[config.mk]
export PLATFORM = sky130hd
export DESIGN_NAME = ddr_video_capture
export DESIGN_NICKNAME = d
export VERILOG_FILES = /design/src/rtl/ddr_cap_pkg.sv /design/src/rtl/ddr_edge_sampler.sv /design/src/rtl/ddr_comp_unpack.sv /design/src/rtl/ddr_rgb_join.sv /design/src/rtl/ddr_video_capture.sv
export SDC_FILE = /design/constraint.sdc
export NUM_CORES = 1
export LEC_CHECK = 0
export ABC_AREA = 1
export BUFFER_PORTS_ARGS = -buffer_cell sky130_fd_sc_hd__buf_2
export CORE_ASPECT_RATIO = 0.8
export CORE_UTILIZATION = 36
export DETAILED_ROUTE_END_ITERATION = 8
export GPL_ROUTABILITY_DRIVEN = 0
export PLACE_DENSITY = 0.56
export SYNTH_ARGS = -nofsm -noshare
export SYNTH_HDL_FRONTEND = slang
export SYNTH_SLANG_ARGS = --single-unit
export TNS_END_PERCENT = 1
[constraint.sdc]
create_clock -name clk -period 1.3 [get_ports clk]
set_clock_uncertainty 0.1 [all_clocks]
set_input_delay 0.065 -clock clk [delete_from_list [all_inputs] [get_ports clk]]
set_output_delay 0.065 -clock clk [all_outputs]
set_load 0.02 [all_outputs]
[src/rtl/ddr_cap_pkg.sv]
package ddr_cap_pkg;

   // format codes
   localparam logic [2:0] FMT_YC422  = 3'b100;
   localparam logic [2:0] FMT_RGB444 = 3'b101;

   // component width codes (4:2:2 only)
   localparam logic [1:0] WID_12 = 2'b00;
   localparam logic [1:0] WID_10 = 2'b01;

   // pin-assignment style codes
   localparam logic [1:0] STY_A = 2'b00;
   localparam logic [1:0] STY_B = 2'b01;
   localparam logic [1:0] STY_C = 2'b10;

   // sync bundle captured on the rising edge
   typedef struct packed {
      logic de;
      logic hs;
      logic vs;
   } sync_t;

endpackage

[src/rtl/ddr_edge_sampler.sv]
module ddr_edge_sampler #(
   parameter int RISE_W = 27,
   parameter int FALL_W = 25
) (
   input  logic              clk,
   input  logic              rst_n,
   input  logic [RISE_W-1:0] d_rise,
   input  logic [FALL_W-1:0] d_fall,
   output logic [RISE_W-1:0] q_rise,
   output logic [FALL_W-1:0] q_fall
);

   always_ff @(posedge clk or negedge rst_n) begin
      if (!rst_n) q_rise <= '0;
      else        q_rise <= d_rise;
   end

   always_ff @(negedge clk or negedge rst_n) begin
      if (!rst_n) q_fall <= '0;
      else        q_fall <= d_fall;
   end

endmodule

[src/rtl/ddr_comp_unpack.sv]
module ddr_comp_unpack
   import ddr_cap_pkg::*;
#(
   parameter int PIN_W     = 24,
   parameter int CW        = 12,
   parameter int S1_HI_LSB = 16,
   parameter int S1_LO_MSB = 15,
   parameter int S2_LSB    = 0
) (
   input  logic [PIN_W-1:0] word,
   input  logic [1:0]       width_sel,
   input  logic [1:0]       style_sel,
   output logic [CW-1:0]    comp
);

   localparam int HI_W = 8;
   localparam int LO_W = CW - HI_W;

   logic [HI_W-1:0] hi_grp;
   logic [LO_W-1:0] lo_grp;
   logic [CW-1:0]   flat;
   logic [CW-1:0]   mask;
   logic [CW-1:0]   split_val;
   logic            unused_pins;

   assign hi_grp      = word[S1_HI_LSB +: HI_W];
   assign lo_grp      = word[S1_LO_MSB -: LO_W];
   assign flat        = word[S2_LSB +: CW];
   assign unused_pins = ^word;

   always_comb begin
      case (width_sel)
         WID_12: begin
            mask      = {CW{1'b1}};
            split_val = {hi_grp, lo_grp};
         end
         WID_10: begin
            mask      = {{2{1'b0}}, {(CW-2){1'b1}}};
            split_val = {2'b00, hi_grp, lo_grp[LO_W-1 -: 2]};
         end
         default: begin
            mask      = {{LO_W{1'b0}}, {HI_W{1'b1}}};
            split_val = {{LO_W{1'b0}}, hi_grp};
         end
      endcase
   end

   assign comp = (style_sel == STY_B) ? (flat & mask) : split_val;

endmodule

[src/rtl/ddr_rgb_join.sv]
module ddr_rgb_join
   import ddr_cap_pkg::*;
#(
   parameter int PIN_W      = 24,
   parameter int SLOT_W     = 12,
   parameter int RGB_LO_LSB = 0,
   parameter int RGB_HI_LSB = 12
) (
   input  logic [PIN_W-1:0]    first_word,
   input  logic [PIN_W-1:0]    second_word,
   input  logic [1:0]          style_sel,
   output logic [2*SLOT_W-1:0] rgb
);

   logic [SLOT_W-1:0] slot_a;
   logic [SLOT_W-1:0] slot_b;
   logic [SLOT_W-1:0] lead;   // {G low, B}
   logic [SLOT_W-1:0] trail;  // {R, G high}
   logic              unused_pins;

   assign unused_pins = ^{first_word, second_word};

   always_comb begin
      if (style_sel == STY_B) begin
         slot_a = first_word[RGB_HI_LSB +: SLOT_W];
         slot_b = second_word[RGB_HI_LSB +: SLOT_W];
      end else begin
         slot_a = first_word[RGB_LO_LSB +: SLOT_W];
         slot_b = second_word[RGB_LO_LSB +: SLOT_W];
      end
      if (style_sel == STY_C) begin
         lead  = slot_b;
         trail = slot_a;
      end else begin
         lead  = slot_a;
         trail = slot_b;
      end
   end

   // {R, G, B}
   assign rgb = {trail[SLOT_W-1:4], trail[3:0], lead[SLOT_W-1:8], lead[7:0]};

endmodule

[src/rtl/ddr_video_capture.sv]
module ddr_video_capture
   import ddr_cap_pkg::*;
#(
   parameter int PIN_W      = 24,
   parameter int CW         = 12,
   parameter int S1_HI_LSB  = 16,
   parameter int S1_LO_MSB  = 15,
   parameter int S2_LSB     = 0,
   parameter int RGB_LO_LSB = 0,
   parameter int RGB_HI_LSB = 12
) (
   input  logic              clk,
   input  logic              rst_n,
   input  logic [PIN_W-1:0]  pin_data,
   input  logic              pin_de,
   input  logic              pin_hs,
   input  logic              pin_vs,
   input  logic [2:0]        fmt_sel,
   input  logic [1:0]        width_sel,
   input  logic [1:0]        style_sel,
   output logic [2*CW-1:0]   pix_data,
   output logic              pix_valid,
   output logic              pix_is_cr,
   output logic              pix_de,
   output logic              pix_hs,
   output logic              pix_vs
);

   localparam int SYNC_W = $bits(sync_t);
   localparam int RISE_W = PIN_W + SYNC_W;
   localparam int FALL_W = PIN_W + 1;
   localparam int OUT_W  = 2 * CW;
   localparam int SLOT_W = OUT_W / 2;

   generate
      if (CW != 12) begin : g_bad_cw
         $error("CW must be 12");
      end
      if (PIN_W < 24) begin : g_bad_pins
         $error("PIN_W must be at least 24");
      end
      if (S1_HI_LSB + 8 > PIN_W || S1_LO_MSB >= PIN_W || S1_LO_MSB < CW - 9) begin : g_bad_split
         $error("split layout outside the pin bus");
      end
      if (S2_LSB + CW > PIN_W) begin : g_bad_flat
         $error("contiguous layout outside the pin bus");
      end
      if (RGB_LO_LSB + SLOT_W > PIN_W || RGB_HI_LSB + SLOT_W > PIN_W) begin : g_bad_rgb
         $error("4:4:4 slot outside the pin bus");
      end
   endgenerate

   // ---------------- edge capture ----------------
   sync_t             sync_in;
   logic [RISE_W-1:0] rise_q;
   logic [FALL_W-1:0] fall_q;
   logic [PIN_W-1:0]  half_w [2];
   sync_t             sync_r;
   logic              de_f;

   assign sync_in = '{de: pin_de, hs: pin_hs, vs: pin_vs};

   ddr_edge_sampler #(
      .RISE_W (RISE_W),
      .FALL_W (FALL_W)
   ) u_sampler (
      .clk    (clk),
      .rst_n  (rst_n),
      .d_rise ({sync_in, pin_data}),
      .d_fall ({pin_de, pin_data}),
      .q_rise (rise_q),
      .q_fall (fall_q)
   );

   assign half_w[0] = rise_q[PIN_W-1:0];
   assign sync_r    = rise_q[RISE_W-1:PIN_W];
   assign half_w[1] = fall_q[PIN_W-1:0];
   assign de_f      = fall_q[FALL_W-1];

   // ---------------- 4:2:2 component extraction per edge ----------------
   logic [CW-1:0] comp [2];

   generate
      for (genvar e = 0; e < 2; e++) begin : g_edge
         ddr_comp_unpack #(
            .PIN_W     (PIN_W),
            .CW        (CW),
            .S1_HI_LSB (S1_HI_LSB),
            .S1_LO_MSB (S1_LO_MSB),
            .S2_LSB    (S2_LSB)
         ) u_unpack (
            .word      (half_w[e]),
            .width_sel (width_sel),
            .style_sel (style_sel),
            .comp      (comp[e])
         );
      end
   endgenerate

   // ---------------- 4:4:4 join ----------------
   logic [OUT_W-1:0] rgb;

   ddr_rgb_join #(
      .PIN_W      (PIN_W),
      .SLOT_W     (SLOT_W),
      .RGB_LO_LSB (RGB_LO_LSB),
      .RGB_HI_LSB (RGB_HI_LSB)
   ) u_join (
      .first_word  (half_w[0]),
      .second_word (half_w[1]),
      .style_sel   (style_sel),
      .rgb         (rgb)
   );

   // ---------------- chroma phase ----------------
   logic phase_cr_q;
   logic prev_de_q;
   logic cur_cr;

   assign cur_cr = (sync_r.de && !prev_de_q) ? 1'b0 : phase_cr_q;

   always_ff @(posedge clk or negedge rst_n) begin
      if (!rst_n) begin
         phase_cr_q <= 1'b0;
         prev_de_q  <= 1'b0;
      end else begin
         prev_de_q <= sync_r.de;
         if (sync_r.de) phase_cr_q <= !cur_cr;
      end
   end

   // ---------------- output stage ----------------
   logic             is_422;
   logic             is_444;
   logic             nxt_valid;
   logic [OUT_W-1:0] nxt_data;

   assign is_422    = (fmt_sel == FMT_YC422);
   assign is_444    = (fmt_sel == FMT_RGB444);
   assign nxt_valid = (is_422 || is_444) && sync_r.de && de_f;

   always_comb begin
      if (!nxt_valid)  nxt_data = '0;
      else if (is_422) nxt_data = {comp[1], comp[0]};
      else             nxt_data = rgb;
   end

   always_ff @(posedge clk or negedge rst_n) begin
      if (!rst_n) begin
         pix_data  <= '0;
         pix_valid <= 1'b0;
         pix_is_cr <= 1'b0;
         pix_de    <= 1'b0;
         pix_hs    <= 1'b0;
         pix_vs    <= 1'b0;
      end else begin
         pix_data  <= nxt_data;
         pix_valid <= nxt_valid;
         pix_is_cr <= nxt_valid && is_422 && cur_cr;
         pix_de    <= sync_r.de;
         pix_hs    <= sync_r.hs;
         pix_vs    <= sync_r.vs;
      end
   end

endmodule

==> summary.txt <==
Run status
  • Outcome: finished, violations left
  • Failing checks: setup timing

Worst setup path
  • Worst path most repeated cell: sky130_fd_sc_hd__nand2_1
  • Required time of the critical path: 1.48 ns
  • Worst setup EP type: flip-flop
  • CP arrival: 1.94 ns
  • Kind of cell adding the most delay to the critical path: flip-flops
  • Critical Path Source Type: flip-flop
  • Cells along the critical path: inv_2 -> nand2_1 -> nand2_1 -> inv_1 -> nand3_2 -> nand2_1 -> nand2_1 -> nor2_1
  • Top fanout value on the critical path: 3
  • Worst-case register-to-register setup slack: -0.46 ns
  • Sum of buffers and inverters on the critical path: 2
  • Crit Path Class: reg -> reg
  • CP peak stage delay: 0.45 ns
  • Slowest cell on the critical path: sky130_fd_sc_hd__dfrtn_1

Hold path
  • Min-Delay Path Class: in -> async

Place
  • Placed inst area: 4470 µm²
  • Cells after DPL: 703
  • Input/output buffers: 64
  • Placed wire-length estimate after detailed placement: 6610 µm

Synthesis
  • Yosys top cell by area: sky130_fd_sc_hd__dfrtp_1
  • Number of instances in the synthesized netlist: 507
  • Number of synthesized register bits: 82
  • Yosys warning count: 0
  • Share of the synthesized area in the top cell type: 36.8%
  • Post-synthesis instance area: 3880 µm²
  • Mean Syn Cell Area: 7.65 µm²
  • Post-synthesis net count: 543
  • Yosys cell types: 20
  • Post-synthesis sequential area ratio: 52.9%
  • Most area-consuming cells after synthesis: sky130_fd_sc_hd__dfrtp_1 37%, sky130_fd_sc_hd__nand2_1 18%, sky130_fd_sc_hd__dfrtn_1 16%, sky130_fd_sc_hd__inv_1 6.8%, sky130_fd_sc_hd__a21oi_1 4.1%

Global route
  • GRT met1 Usage: 27.0%
  • Number of global-route vias before repair: 3340
  • Wire length of the first global-routing pass: 16500 µm
  • Combined global-route utilization of all metal layers: 19.3%
  • Antenna violations before repair: 0
  • Total grt overflow: 0
  • Met2 usage in global routing: 28.7%
  • Global route hottest layer: met2
  • Largest net degree at the start of global routing: 47
  • Met3 GRT Util: 4.77%

STA
  • Worst Hold Margin: 0.131 ns
  • Final setup slack of the worst path: -0.461 ns
  • Total negative setup slack: -10.22 ns
  • Slew Limit Fails: 0
  • Actual slew at the worst max-slew pin: 0.260 ns
  • Unrepaired setup endpoints after global routing: yes
  • Remaining max-slew budget at the tightest pin: 82.7%
  • Final hold violations: 0
  • Number of endpoints failing setup at the final stage: 26

Layout
  • Count of inserted antenna diode cells: 0
  • Layout Area Growth over Synthesis: 32.9%
  • Final std cell area, no fill: 5160 µm²
  • Top library cells by usage in the layout, fill and taps aside: 188 x sky130_fd_sc_hd__nand2_1, 64 x sky130_fd_sc_hd__inv_1, 63 x sky130_fd_sc_hd__buf_2
  • Number of fillers in the final layout: 1009
  • NumNets Final: 642
  • Share of layout cells above drive strength 1: 19.6%
  • Most common library cell in the layout ignoring fill and taps: sky130_fd_sc_hd__nand2_1
  • Post-Layout Cell Count: 751

Pwr
  • Total power after layout: 0.00633 W
  • Switching power: 0.00163 W
  • Worst voltage drop across the vdd grid: 0.739 mV
  • Clock group share of total power: 43.9%
  • Internal portion of total power: 0.00470 W
  • Sequential power share: 42.9%
  • Switching part of the total power: 25.7%
  • PD cells: 1230 nW/µm²
  • LEAKAGE: 2.79 nW
  • Combinational group share of total power: 13.2%

Drt
  • Number of remaining DRC errors: 0
  • Number of detailed-route iterations in the first pass: 5
  • Total length of routed wires: 9700 µm
  • Via count: 3484
  • Via density per instance: 4.64
  • Number of nets with antenna violations after detailed routing: 0
  • Post-detailed-route wirelength per cell: 12.9 µm
  • DR iter-0 viols: 246

Die
  • Num ports: 65
  • Die area: 11200 µm²
  • Starting density of the core: 37.4%
  • Height of the die: 94.9 µm
  • Core outline area: 10400 µm²
  • Num rows: 33
  • Die span in x: 118 µm

Clock network
  • Reg clk slew, reported paths: 0.06 ns
  • Count of H-tree levels built during CTS: 3
  • CTS root buffer: sky130_fd_sc_hd__clkbuf_16
  • Clock buffer depth: 2
  • CTS tree: done
  • CTS buffer count: 9
  • Number of sinks driven by the clock tree: 82
  • Worst-skew pair later-pin latency: 0.35 ns

Flow run
  • Number of max-cap violations: 0
==> synthesized netlist by cell type <==
cell	instances
sky130_fd_sc_hd__dfrtn_1	25
sky130_fd_sc_hd__buf_2	15
sky130_fd_sc_hd__nor2_4	1
sky130_fd_sc_hd__nor2_1	30
sky130_fd_sc_hd__o21ai_1	2
sky130_fd_sc_hd__a21oi_1	32
sky130_fd_sc_hd__nand2_1	189
sky130_fd_sc_hd__o21ai_0	30
sky130_fd_sc_hd__a211oi_1	1
sky130_fd_sc_hd__buf_4	5
sky130_fd_sc_hd__inv_2	3
sky130_fd_sc_hd__nand4_2	1
sky130_fd_sc_hd__buf_6	5
sky130_fd_sc_hd__inv_1	70
sky130_fd_sc_hd__clkinv_1	2
sky130_fd_sc_hd__a31oi_1	4
sky130_fd_sc_hd__dfrtp_1	57
sky130_fd_sc_hd__nand3_1	32
sky130_fd_sc_hd__nor2_2	1
sky130_fd_sc_hd__nand2_2	2
==> registers in the layout, summed over array words and instances (netlist names) <==
register,cells
pix_hs,1
u_sampler.q_fall,25
u_sampler.q_rise,27
pix_data,24
pix_de,1
pix_vs,1
phase_cr_q,1
pix_valid,1
pix_is_cr,1
==> power groups by stage <==
stage                     Combinational [W]  Sequential [W]  Clock [W]
after floorplan                    0.000431         0.00278          0
after global placement             0.000742         0.00276          0
after detailed placement           0.000752         0.00276          0
after CTS                          0.000834         0.00272    0.00283
after global routing               0.000947         0.00273    0.00297
final                              0.000837         0.00272    0.00278
==> cell families (layout without fill, tap and decap cells) <==
group	Yosys count	in the layout	synth area share [%]
compound gates	69	69	9.09
buf+inv	100	204	11.6
flops	82	82	52.9
simple gates	256	256	26.4
==> tightest hold or removal path, cell delays in order <==
cell and delay [ns]:
sky130_fd_sc_hd__dlygate4sd3_1 0.53, sky130_fd_sc_hd__buf_4 0.14, sky130_fd_sc_hd__buf_12 0.21
==> final cells by class <==
cell class | count | area [µm²] | share of cell area [%]
timing repair buffer | 113 | 893 | 17.3
sequential | 82 | 2050 | 39.8
tap | 140 | 175 | 3.40
clock buffer | 9 | 225 | 4.37
clock inverter | 7 | 103 | 1.99
multi-input combinational | 325 | 1420 | 27.4
inverter | 75 | 294 | 5.70
==> final timing paths <==
check | startpoint | endpoint | depth (start not counted)
min | rst_n | pix_de | 3
max in group asynchronous | rst_n | u_sampler.q_fall[22] | 3
min in group clk | style_sel[0] | pix_data[3] | 6
max reg2reg | u_sampler.q_fall[21] | pix_data[17] | 8
min reg2reg | u_sampler.q_rise[25] | pix_hs | 0
max | u_sampler.q_fall[21] | pix_data[17] | 8
==> stage by stage <==
step	utilization [%]	setup slack (ns)
2_1_floorplan	-	-0.432
4_1_cts	49.6	-0.475
5_1_grt	49.8	-0.569
6_report	49.8	-0.461
3_3_place_gp	43.2	-0.512
3_5_place_dp	43.2	-0.533
==> layer usage <==
metal  wire length, µm  part of all wire (%)
met3               536                   5.5
met1              4850                    50
met5                 0                     0
met4               160                   1.6
met2              4150                    43
==> timing repair <==
action | CTS | global route
endpoints found under the hold margin | 85 | 0
endpoints found under the setup margin | 26 | 26
hold buffers | 31 | 0
pin swaps | 3 | 5
resized for setup | 12 | 10
buffers inserted | 1 | 0
(Power assumes the default switching activity.)
